## config.mk

```make
export PLATFORM = sky130hd
export DESIGN_NAME = irq_present_unit
export DESIGN_NICKNAME = d
export VERILOG_FILES = /design/src/rtl/irq_present_unit.sv
export SDC_FILE = /design/constraint.sdc
export NUM_CORES = 1
export LEC_CHECK = 0
export BUFFER_PORTS_ARGS = -buffer_cell sky130_fd_sc_hd__buf_4
export CORE_UTILIZATION = 37
export DETAILED_ROUTE_END_ITERATION = 8
export GPL_TIMING_DRIVEN = 0
export HOLD_SLACK_MARGIN = 0.15
export PLACE_DENSITY = 0.69
export SYNTH_ARGS = -nofsm -noshare
export SYNTH_HDL_FRONTEND = slang
export SYNTH_SLANG_ARGS = --single-unit
```

## constraint.sdc

```tcl
create_clock -name clk -period 24.2 [get_ports clk]
set_input_delay 3.63 -clock clk [delete_from_list [all_inputs] [get_ports clk]]
set_output_delay 3.63 -clock clk [all_outputs]
set_load 0.01 [all_outputs]
```

## src/rtl/irq_present_unit.sv

```systemverilog
module irq_present_unit #(
  parameter int NSLOT   = 4,
  parameter int SRC_W   = 24,
  parameter int PRI_W   = 8,
  parameter int IPI_SRC = 2
) (
  input  logic                   clk,
  input  logic                   rst_n,
  input  logic [NSLOT-1:0]       slot_set_i,
  input  logic [NSLOT*SRC_W-1:0] slot_src_i,
  input  logic [NSLOT*PRI_W-1:0] slot_pri_i,
  input  logic                   bus_rd_i,
  input  logic                   bus_wr_i,
  input  logic [1:0]             bus_addr_i,
  input  logic [3:0]             bus_be_i,
  input  logic [31:0]            bus_wdata_i,
  output logic [31:0]            bus_rdata_o,
  output logic                   irq_o,
  output logic                   eoi_vld_o,
  output logic [SRC_W-1:0]       eoi_src_o
);
  localparam int IDX_W = (NSLOT > 1) ? $clog2(NSLOT) : 1;
  localparam logic [PRI_W-1:0] PRI_NONE = '1;
  localparam logic [1:0] W_POLL = 2'd0, W_ACK = 2'd1, W_GAP = 2'd2, W_IPI = 2'd3;

  logic [PRI_W-1:0] cppr, ipi_pri;
  logic [NSLOT-1:0] pend;
  logic [PRI_W-1:0] spri [NSLOT];
  logic [SRC_W-1:0] ssrc [NSLOT];

  logic [PRI_W-1:0] best_pri;
  logic [SRC_W-1:0] best_src;
  logic             win_ipi, win_slot;
  logic [IDX_W-1:0] win_idx;
  logic             best_vld, ack_fire;
  logic             wr_ack, wr_ipi, wr_eoi;

  always_comb begin
    best_pri = ipi_pri;
    win_ipi  = (ipi_pri != PRI_NONE);
    best_src = win_ipi ? SRC_W'(IPI_SRC) : '0;
    win_slot = 1'b0;
    win_idx  = '0;
    for (int i = 0; i < NSLOT; i++) begin
      if (pend[i] && (spri[i] < best_pri)) begin
        best_pri = spri[i];
        best_src = ssrc[i];
        win_ipi  = 1'b0;
        win_slot = 1'b1;
        win_idx  = IDX_W'(i);
      end
    end
  end

  assign best_vld = (win_ipi || win_slot) && (best_pri < cppr);
  assign ack_fire = bus_rd_i && !bus_wr_i && (bus_addr_i == W_ACK) && best_vld;
  assign wr_ack   = bus_wr_i && (bus_addr_i == W_ACK) && bus_be_i[3];
  assign wr_eoi   = bus_wr_i && (bus_addr_i == W_ACK) && (bus_be_i == 4'hf);
  assign wr_ipi   = bus_wr_i && (bus_addr_i == W_IPI) && bus_be_i[3];

  always_comb begin
    bus_rdata_o = '0;
    if (bus_rd_i) begin
      case (bus_addr_i)
        W_POLL, W_ACK: bus_rdata_o = {cppr, best_vld ? best_src : SRC_W'(0)};
        W_GAP:         bus_rdata_o = '0;
        default:       bus_rdata_o = {ipi_pri, SRC_W'(0)};
      endcase
    end
  end

  generate
    for (genvar g = 0; g < NSLOT; g++) begin : g_slot
      always_ff @(posedge clk or negedge rst_n) begin
        if (!rst_n) begin
          pend[g] <= 1'b0;
          spri[g] <= PRI_NONE;
          ssrc[g] <= '0;
        end else if (slot_set_i[g]) begin
          pend[g] <= 1'b1;
          spri[g] <= slot_pri_i[g*PRI_W +: PRI_W];
          ssrc[g] <= slot_src_i[g*SRC_W +: SRC_W];
        end else if (ack_fire && win_slot && (win_idx == IDX_W'(g))) begin
          pend[g] <= 1'b0;
        end
      end
    end
  endgenerate

  always_ff @(posedge clk or negedge rst_n) begin
    if (!rst_n) begin
      cppr      <= '0;
      ipi_pri   <= PRI_NONE;
      irq_o     <= 1'b0;
      eoi_vld_o <= 1'b0;
      eoi_src_o <= '0;
    end else begin
      if (wr_ack)        cppr <= bus_wdata_i[31:24];
      else if (ack_fire) cppr <= best_pri;

      if (wr_ipi)                   ipi_pri <= bus_wdata_i[31:24];
      else if (ack_fire && win_ipi) ipi_pri <= PRI_NONE;

      irq_o     <= best_vld && !ack_fire;
      eoi_vld_o <= wr_eoi;
      if (wr_eoi) eoi_src_o <= bus_wdata_i[SRC_W-1:0];
    end
  end

  p_ack_drops_irq_r10: assert property (@(posedge clk) disable iff (!rst_n)
    ack_fire |=> !irq_o);

  p_closed_blocks_irq_r2: assert property (@(posedge clk) disable iff (!rst_n)
    (cppr == '0) |=> !irq_o);

  p_ack_raises_urgency_r4: assert property (@(posedge clk) disable iff (!rst_n)
    ack_fire |=> (cppr < $past(cppr)));

  p_eoi_needs_full_write_r8: assert property (@(posedge clk) disable iff (!rst_n)
    eoi_vld_o |-> $past(bus_wr_i && (bus_addr_i == W_ACK) && (bus_be_i == 4'hf)));

  p_poll_no_effect_r6: assert property (@(posedge clk) disable iff (!rst_n)
    (bus_rd_i && !bus_wr_i && (bus_addr_i == W_POLL)) |=> ($stable(cppr) && $stable(ipi_pri)));

  p_ipi_consumed_r9: assert property (@(posedge clk) disable iff (!rst_n)
    (ack_fire && win_ipi) |=> (ipi_pri == PRI_NONE));

  p_eoi_single_pulse_r8: assert property (@(posedge clk) disable iff (!rst_n)
    (eoi_vld_o && !$past(wr_eoi, 2)) |=> !eoi_vld_o || $past(wr_eoi));
endmodule

```

==> impl_results.md, run 1 <==
* Status: finished clean
* DRT antenna net count at 0
* # rows at 57
* Clock Skew at 5.96 ps
* Peak supply drop at 0.0739 mV
* Final HPWL DP at 22,100 um
* Synthesized area per cell at 10.7 um^2
* WHS Endpoint: pend[1]
* Largest net degree at the start of global routing at 92
* Final setup fails at 0
* RSZ-0062 raised after global routing: no
* Final Max Slew Viols at 0
* Final setup margin at 8230 ps
* Fin util at 49.3%
* Core area at 24,600 um^2
* CP max FO at 10
* Input/output buffers at 226
* Vias per inst at 5.39
* Post-CTS sizing at 0
* Cells after Synth at 875
* Sequential Area at 4400 um^2
* FF-to-FF End: pend[1]
* Total negative setup slack at 0 ps
* Reg2reg start: ipi_pri[6]
* Final wirelength at 28,900 um
* # hold bufs at CTS at 0
* Critical path arrival at 12,340 ps
* Synth Net Count at 1,080
* Dpl ws at 8860 ps
* CP Launch Type: flop
* Die ar. at 26,000 um^2
* CTS clk-pin slew, worst paths at 70 ps
* CTS tree: done
* GPL Wtd Cong at 0.909
* DR WL/cell at 19.8 um
* Post-synthesis sequential area ratio at 46.9%
* Die Y at 161 um
* Grt total ovfl at 0
* DRC Markers at 0
* Post-synthesis async set-or-reset flop share at 100%
* GRT Total Usage at 22.9%
* Mapped Area at 9400 um^2
* Share of cells above drive strength 1 at 41.3%
* Antenna fix cells at 0
* DRT Pass-1 Iters at 5
* H-tree Lvls at 4
* Fmax at 62.6 MHz
* Initial Util at 38.2%
* Synthesis Warnings at 0
* Flop2flop setup slack at 12,510 ps
* First-pass GRT wire length at 45,200 um
* Buf/Inv on CP at 11
* Multi-input gate area at 4610 um^2
* Final net count at 1,326
* Worst skew pair latency at 440 ps
* # fillers at 2,280
* Synth cell types at 62
* CP endpoint kind: primary output
* Power Total at 1430 uW
* Crit path kind: flop to primary output
* Area growth, synth to finish at 29.1%
* Static Leak at 0.00551 uW
* Inserted Clock Buffers at 17
* Fin crit share at 66.0%
* Number of global-route vias before repair at 8,118
* Number of flops mapped to enable cells by yosys at 0
* Pwr dens at 118 nW/um^2
* Max-Slew Margin vs Limit at 31.1%
* CP dominant cell by count: a21oi_1
* Root Buffer: clkbuf_16
* Die width at 161 um
* CTS sink cnt at 174
* Delay-heaviest family, CP: compound AO/OA/AOI/OAI gates
* Reg2reg path depth at 47
* CP max stage delay at 670 ps
* Slowest CP cell: a221oi_1
* CP Data Required Time at 20,570 ps
* Vias at 7,854
* Clk buf depth at 2
* Setup Fix Bufs, Post-CTS at 0
* Worst-Margin Slew at 1030 ps
* Max cap viols at 0
* Post-route minimum period at 15,970 ps
* Ports at 232
* Hold_sp: pend[1]
* Post-synth top flop: dfrtp_1
* HP Class: flop to flop
* Antenna violations before repair at 0
* Hold Path Depth at 1
* Fin. Hold Viols at 0
* Iter 0 DRT Violations at 642
* Synthesized flop and latch total at 174
[routing by layer]
layer	GRT usage (%)	up-vias	share of wire, %
met3	5.44	36	6.9
met2	38.6	265	49
met1	28.8	3885	42
met4	7.72	0	2.6
li1	-	3668	-
met5	0	-	0
[through the flow]
step	hold WS (ps)	std cells	instance area (um^2)
floorplan	442	875	9400
global placement	457	1425	11500
detailed placement	468	1426	11500
CTS	484	1458	12100
global route	509	1458	12100
finish	484	1458	12100
[final cells by class]
class | instances | area share (%)
Buffer | 53 | 1.88
Clock buffer | 17 | 3.51
Clock inverter | 15 | 1.43
Inverter | 41 | 1.27
Multi-Input combinational cell | 607 | 38.0
Sequential cell | 174 | 36.3
Tap cell | 324 | 3.34
Timing Repair Buffer | 227 | 14.3
[how the worst max path moves through the flow]
stage / start / to / slack [ps] / cells after the start
floorplan: ipi_pri[3] / bus_rdata_o[11] / 11330 / 48
global placement: ipi_pri[6] / bus_rdata_o[13] / 8930 / 49
detailed placement: ipi_pri[6] / bus_rdata_o[13] / 8860 / 49
CTS: ipi_pri[6] / bus_rdata_o[13] / 8300 / 49
global route: ipi_pri[6] / bus_rdata_o[13] / 7490 / 49
finish: ipi_pri[6] / bus_rdata_o[13] / 8230 / 49
[registers in the layout (all words and copies together) (netlist names)]
register,count
spri,32
eoi_src_o,24
ssrc,96
eoi_vld_o,1
ipi_pri,8
pend,4
irq_o,1
cppr,8
[where the power goes]
group	switching (uW)	internal [uW]
combinational	489	301
clock	138	139
sequential	28.1	339
total	655	779
[cell usage in the layout, fill, tap and decap left out, types with 6 or more instances in the layout]
cell type / netlist / layout
buf_4: 2 / 227
mux2_2: 138 / 138
dfrtp_1: 134 / 134
nand2_1: 66 / 66
nor2_1: 59 / 59
a21oi_1: 47 / 47
o21ai_0: 45 / 45
inv_1: 41 / 41
dfstp_2: 40 / 40
clkbuf_1: 33 / 33
ha_1: 31 / 31
a211oi_1: 29 / 29
mux2i_1: 29 / 29
nand3_1: 21 / 21
clkbuf_16: 0 / 17
a211o_1: 13 / 13
nand4_1: 12 / 12
and2_1: 11 / 11
buf_2: 11 / 11
a31oi_1: 11 / 11
o221ai_1: 9 / 9
o211ai_1: 8 / 8
o21ai_1: 8 / 8
nor2b_1: 7 / 7
a21o_1: 6 / 6
buf_1: 6 / 6
[synth_stat cells, types with 3 or more instances]
master / count / area share, %
a211o_1: 13 / 1.2
a211oi_1: 29 / 2.3
a211oi_2: 3 / 0.40
a21o_1: 6 / 0.48
a21oi_1: 47 / 2.5
a31oi_1: 11 / 0.73
and2_1: 11 / 0.73
buf_1: 6 / 0.24
buf_2: 11 / 0.59
clkbuf_1: 33 / 1.3
dfrtp_1: 134 / 36
dfstp_2: 40 / 11
ha_1: 31 / 4.1
inv_1: 41 / 1.6
mux2_2: 138 / 17
mux2i_1: 29 / 3.1
nand2_1: 66 / 2.6
nand2b_1: 4 / 0.27
nand3_1: 21 / 1.1
nand4_1: 12 / 0.80
nor2_1: 59 / 2.4
nor2b_1: 7 / 0.47
nor3_1: 3 / 0.16
nor4_1: 4 / 0.27
o211ai_1: 8 / 0.64
o21a_1: 3 / 0.24
o21ai_0: 45 / 2.4
o21ai_1: 8 / 0.43
o221ai_1: 9 / 0.84
[kinds of logic after synthesis]
logic type	count (synthesis)	share of synthesized area [%]
AO/OA/AOI/OAI	205	14.7
adder cells (fa/ha/maj)	33	4.34
buffers and inverters	94	4.06
flip-flops	174	46.9
multiplexers	170	20.1
AND/OR/NAND/NOR	199	9.90
Power figures use the tool's default switching activity.
==> run 2: changes to the inputs <==
Clock period 24.2 ns to 15.25 ns, I/O delays scaled along.
==> impl_results.md, run 2 (synthesis results as in run 1) <==
* Final setup fails at 0 (unchanged)
* Sequential share of power at 25.5% (was 25.6%)
* Initial Util at 38.2% (unchanged)
* Comb pwr share at 55.2% (was 55.1%)
* Slowest CP cell: dfstp_2 (was a221oi_1)
* Final net count at 1,326 (unchanged)
* Final HPWL DP at 22,100 um (unchanged)
* Crit path kind: flop to primary output (unchanged)
* Vias per inst at 5.39 (about the same)
* Largest registers: ssrc x96, spri x32, eoi_src_o x24 (unchanged)
* Core area at 24,600 um^2 (unchanged)
* CTS sink cnt at 174 (unchanged)
* Setup Fix Bufs, Post-CTS at 0 (unchanged)
* Fin crit share at 94.9%
* Buf/Inv on CP at 11 (unchanged)
* Largest net degree at the start of global routing at 92 (unchanged)
* Iter 0 DRT Violations at 717 (was 642)
* Peak supply drop at 0.117 mV (was 0.0739 mV)
* Inserted Clock Buffers at 17 (unchanged)
* Flip-flop count of the largest register after layout at 96 (unchanged)
* Worst-Margin Slew at 1030 ps (about the same)
* Static Leak at 0.00552 uW (was 0.00551 uW)
* Die width at 161 um (unchanged)
* Antenna fix cells at 0 (unchanged)
* Final Max Slew Viols at 0 (unchanged)
* Clk buf depth at 2 (unchanged)
* DRC Markers at 0 (unchanged)
* Fin. Hold Viols at 0 (unchanged)
* DR WL/cell at 19.9 um (was 19.8 um)
* Commonest non-fill, non-tap cell in the layout: buf_4 (unchanged)
* GRT Total Usage at 22.9% (unchanged)
* CTS tree: done (unchanged)
* Grt total ovfl at 0 (unchanged)
* Antenna violations before repair at 0 (unchanged)
* Vias at 7,858 (was 7,854)
* Root Buffer: clkbuf_16 (unchanged)
* Clock network power share at 19.3% (about the same)
* CP max stage delay at 570 ps (was 670 ps)
* Post-route minimum period at 14,480 ps
* # rows at 57 (unchanged)
* Ports at 232 (unchanged)
* Final hold slack at 484 ps (about the same)
* Post-CTS sizing at 0 (unchanged)
* Final wirelength at 29,000 um (was 28,900 um)
* CTS clk-pin slew, worst paths at 70 ps (about the same)
* Input/output buffers at 226 (unchanged)
* Die ar. at 26,000 um^2 (unchanged)
* Total negative setup slack at 0 ps (unchanged)
* NetSw at 1040 uW (was 655 uW)
* DRT antenna net count at 0 (unchanged)
* Worst skew pair latency at 440 ps (about the same)
* Commonest non-fill, non-tap cells in the layout: buf_4, mux2_2, dfrtp_1, nand2_1, nor2_1 (unchanged)
* RSZ-0062 raised after global routing: no (unchanged)
* Fin util at 49.3% (about the same)
* First-pass GRT wire length at 45,200 um (unchanged)
* DRT Pass-1 Iters at 7 (was 5)
* Power Total at 2280 uW (was 1430 uW)
* HP Class: flop to flop (unchanged)
* Max cap viols at 0 (unchanged)
* GPL Wtd Cong at 0.909 (unchanged)
* Status: finished clean (unchanged)
* Max-Slew Margin vs Limit at 31.5% (was 31.1%)
* Die Y at 161 um (unchanged)
* Fmax at 69.1 MHz
* CP endpoint kind: primary output (unchanged)
* Number of global-route vias before repair at 8,118 (unchanged)
* H-tree Lvls at 4 (unchanged)
* CP Data Required Time at 12,960 ps (was 20,570 ps)
* Power Internal at 1240 uW (was 779 uW)
* Final setup margin at 773 ps (was 8230 ps)
* Clock Skew at 8.36 ps (was 5.96 ps)
* Pwr dens at 188 nW/um^2 (was 118 nW/um^2)
* Delay-heaviest family, CP: compound AO/OA/AOI/OAI gates (unchanged)
* Area growth, synth to finish at 29.2% (was 29.1%)
* Largest Register: ssrc (unchanged)
* Share of cells above drive strength 1 at 41.4% (was 41.3%)
* CP max FO at 10 (unchanged)
* Dpl ws at 1250 ps (was 8860 ps)
* CP Launch Type: flop (unchanged)
* # hold bufs at CTS at 0 (unchanged)
* Critical path arrival at 12,190 ps (was 12,340 ps)
* Sw Share at 45.7% (about the same)
==> run 2: changes by cell type in the layout (fill, tap and decap cells not counted) <==
cell	change
a221oi_1	-1
a221oi_2	+1
==> run 2: path summary, 6_finish.rpt <==
check,startpoint,to,slack [ps],cells after the start
hold reg to reg,pend[1],pend[1],480,1
hold / removal,pend[1],pend[1],480,1
max in group asynchronous,rst_n,ipi_pri[4],12530,2
setup reg to reg,ipi_pri[6],pend[1],3700,46
setup / recovery,ipi_pri[6],bus_rdata_o[13],770,48
min in group asynchronous,rst_n,ssrc[80],1810,1
==> run 2: through the flow <==
step | area (um^2) | std cells
6_report | 12100 | 1458
3_5_place_dp | 11500 | 1426
5_1_grt | 12100 | 1458
4_1_cts | 12100 | 1458
2_1_floorplan | 9400 | 875
3_3_place_gp | 11500 | 1425
==> run 2: power groups by stage <==
| stage | Clock [uW] | Sequential [uW] | Combinational [uW] |
|---|---|---|---|
| 6_report | 440 | 582 | 1260 |
| 5_1_grt | 464 | 590 | 1380 |
| 4_1_cts | 447 | 582 | 1250 |
| 3_5_place_dp | 0 | 590 | 1240 |
| 3_3_place_gp | 0 | 588 | 1220 |
| 2_1_floorplan | 0 | 578 | 824 |
==> run 2: layout make-up <==
class / instances / area (um^2)
clock inverter: 15 / 174
tap: 324 / 405
sequential: 174 / 4400
fill: 2281 / 12500
multi-input combinational: 607 / 4620
inverter: 41 / 154
clock buffer: 17 / 425
timing repair buffer: 227 / 1730
buffer: 53 / 228
==> run 2: metal layers <==
layer | share of wire, % | track usage [%] | wire [um]
met5 | 0 | 0 | 0
met4 | 2.7 | 7.72 | 793
met3 | 7.0 | 5.44 | 2020
met2 | 49 | 38.6 | 14200
met1 | 41 | 28.8 | 12000
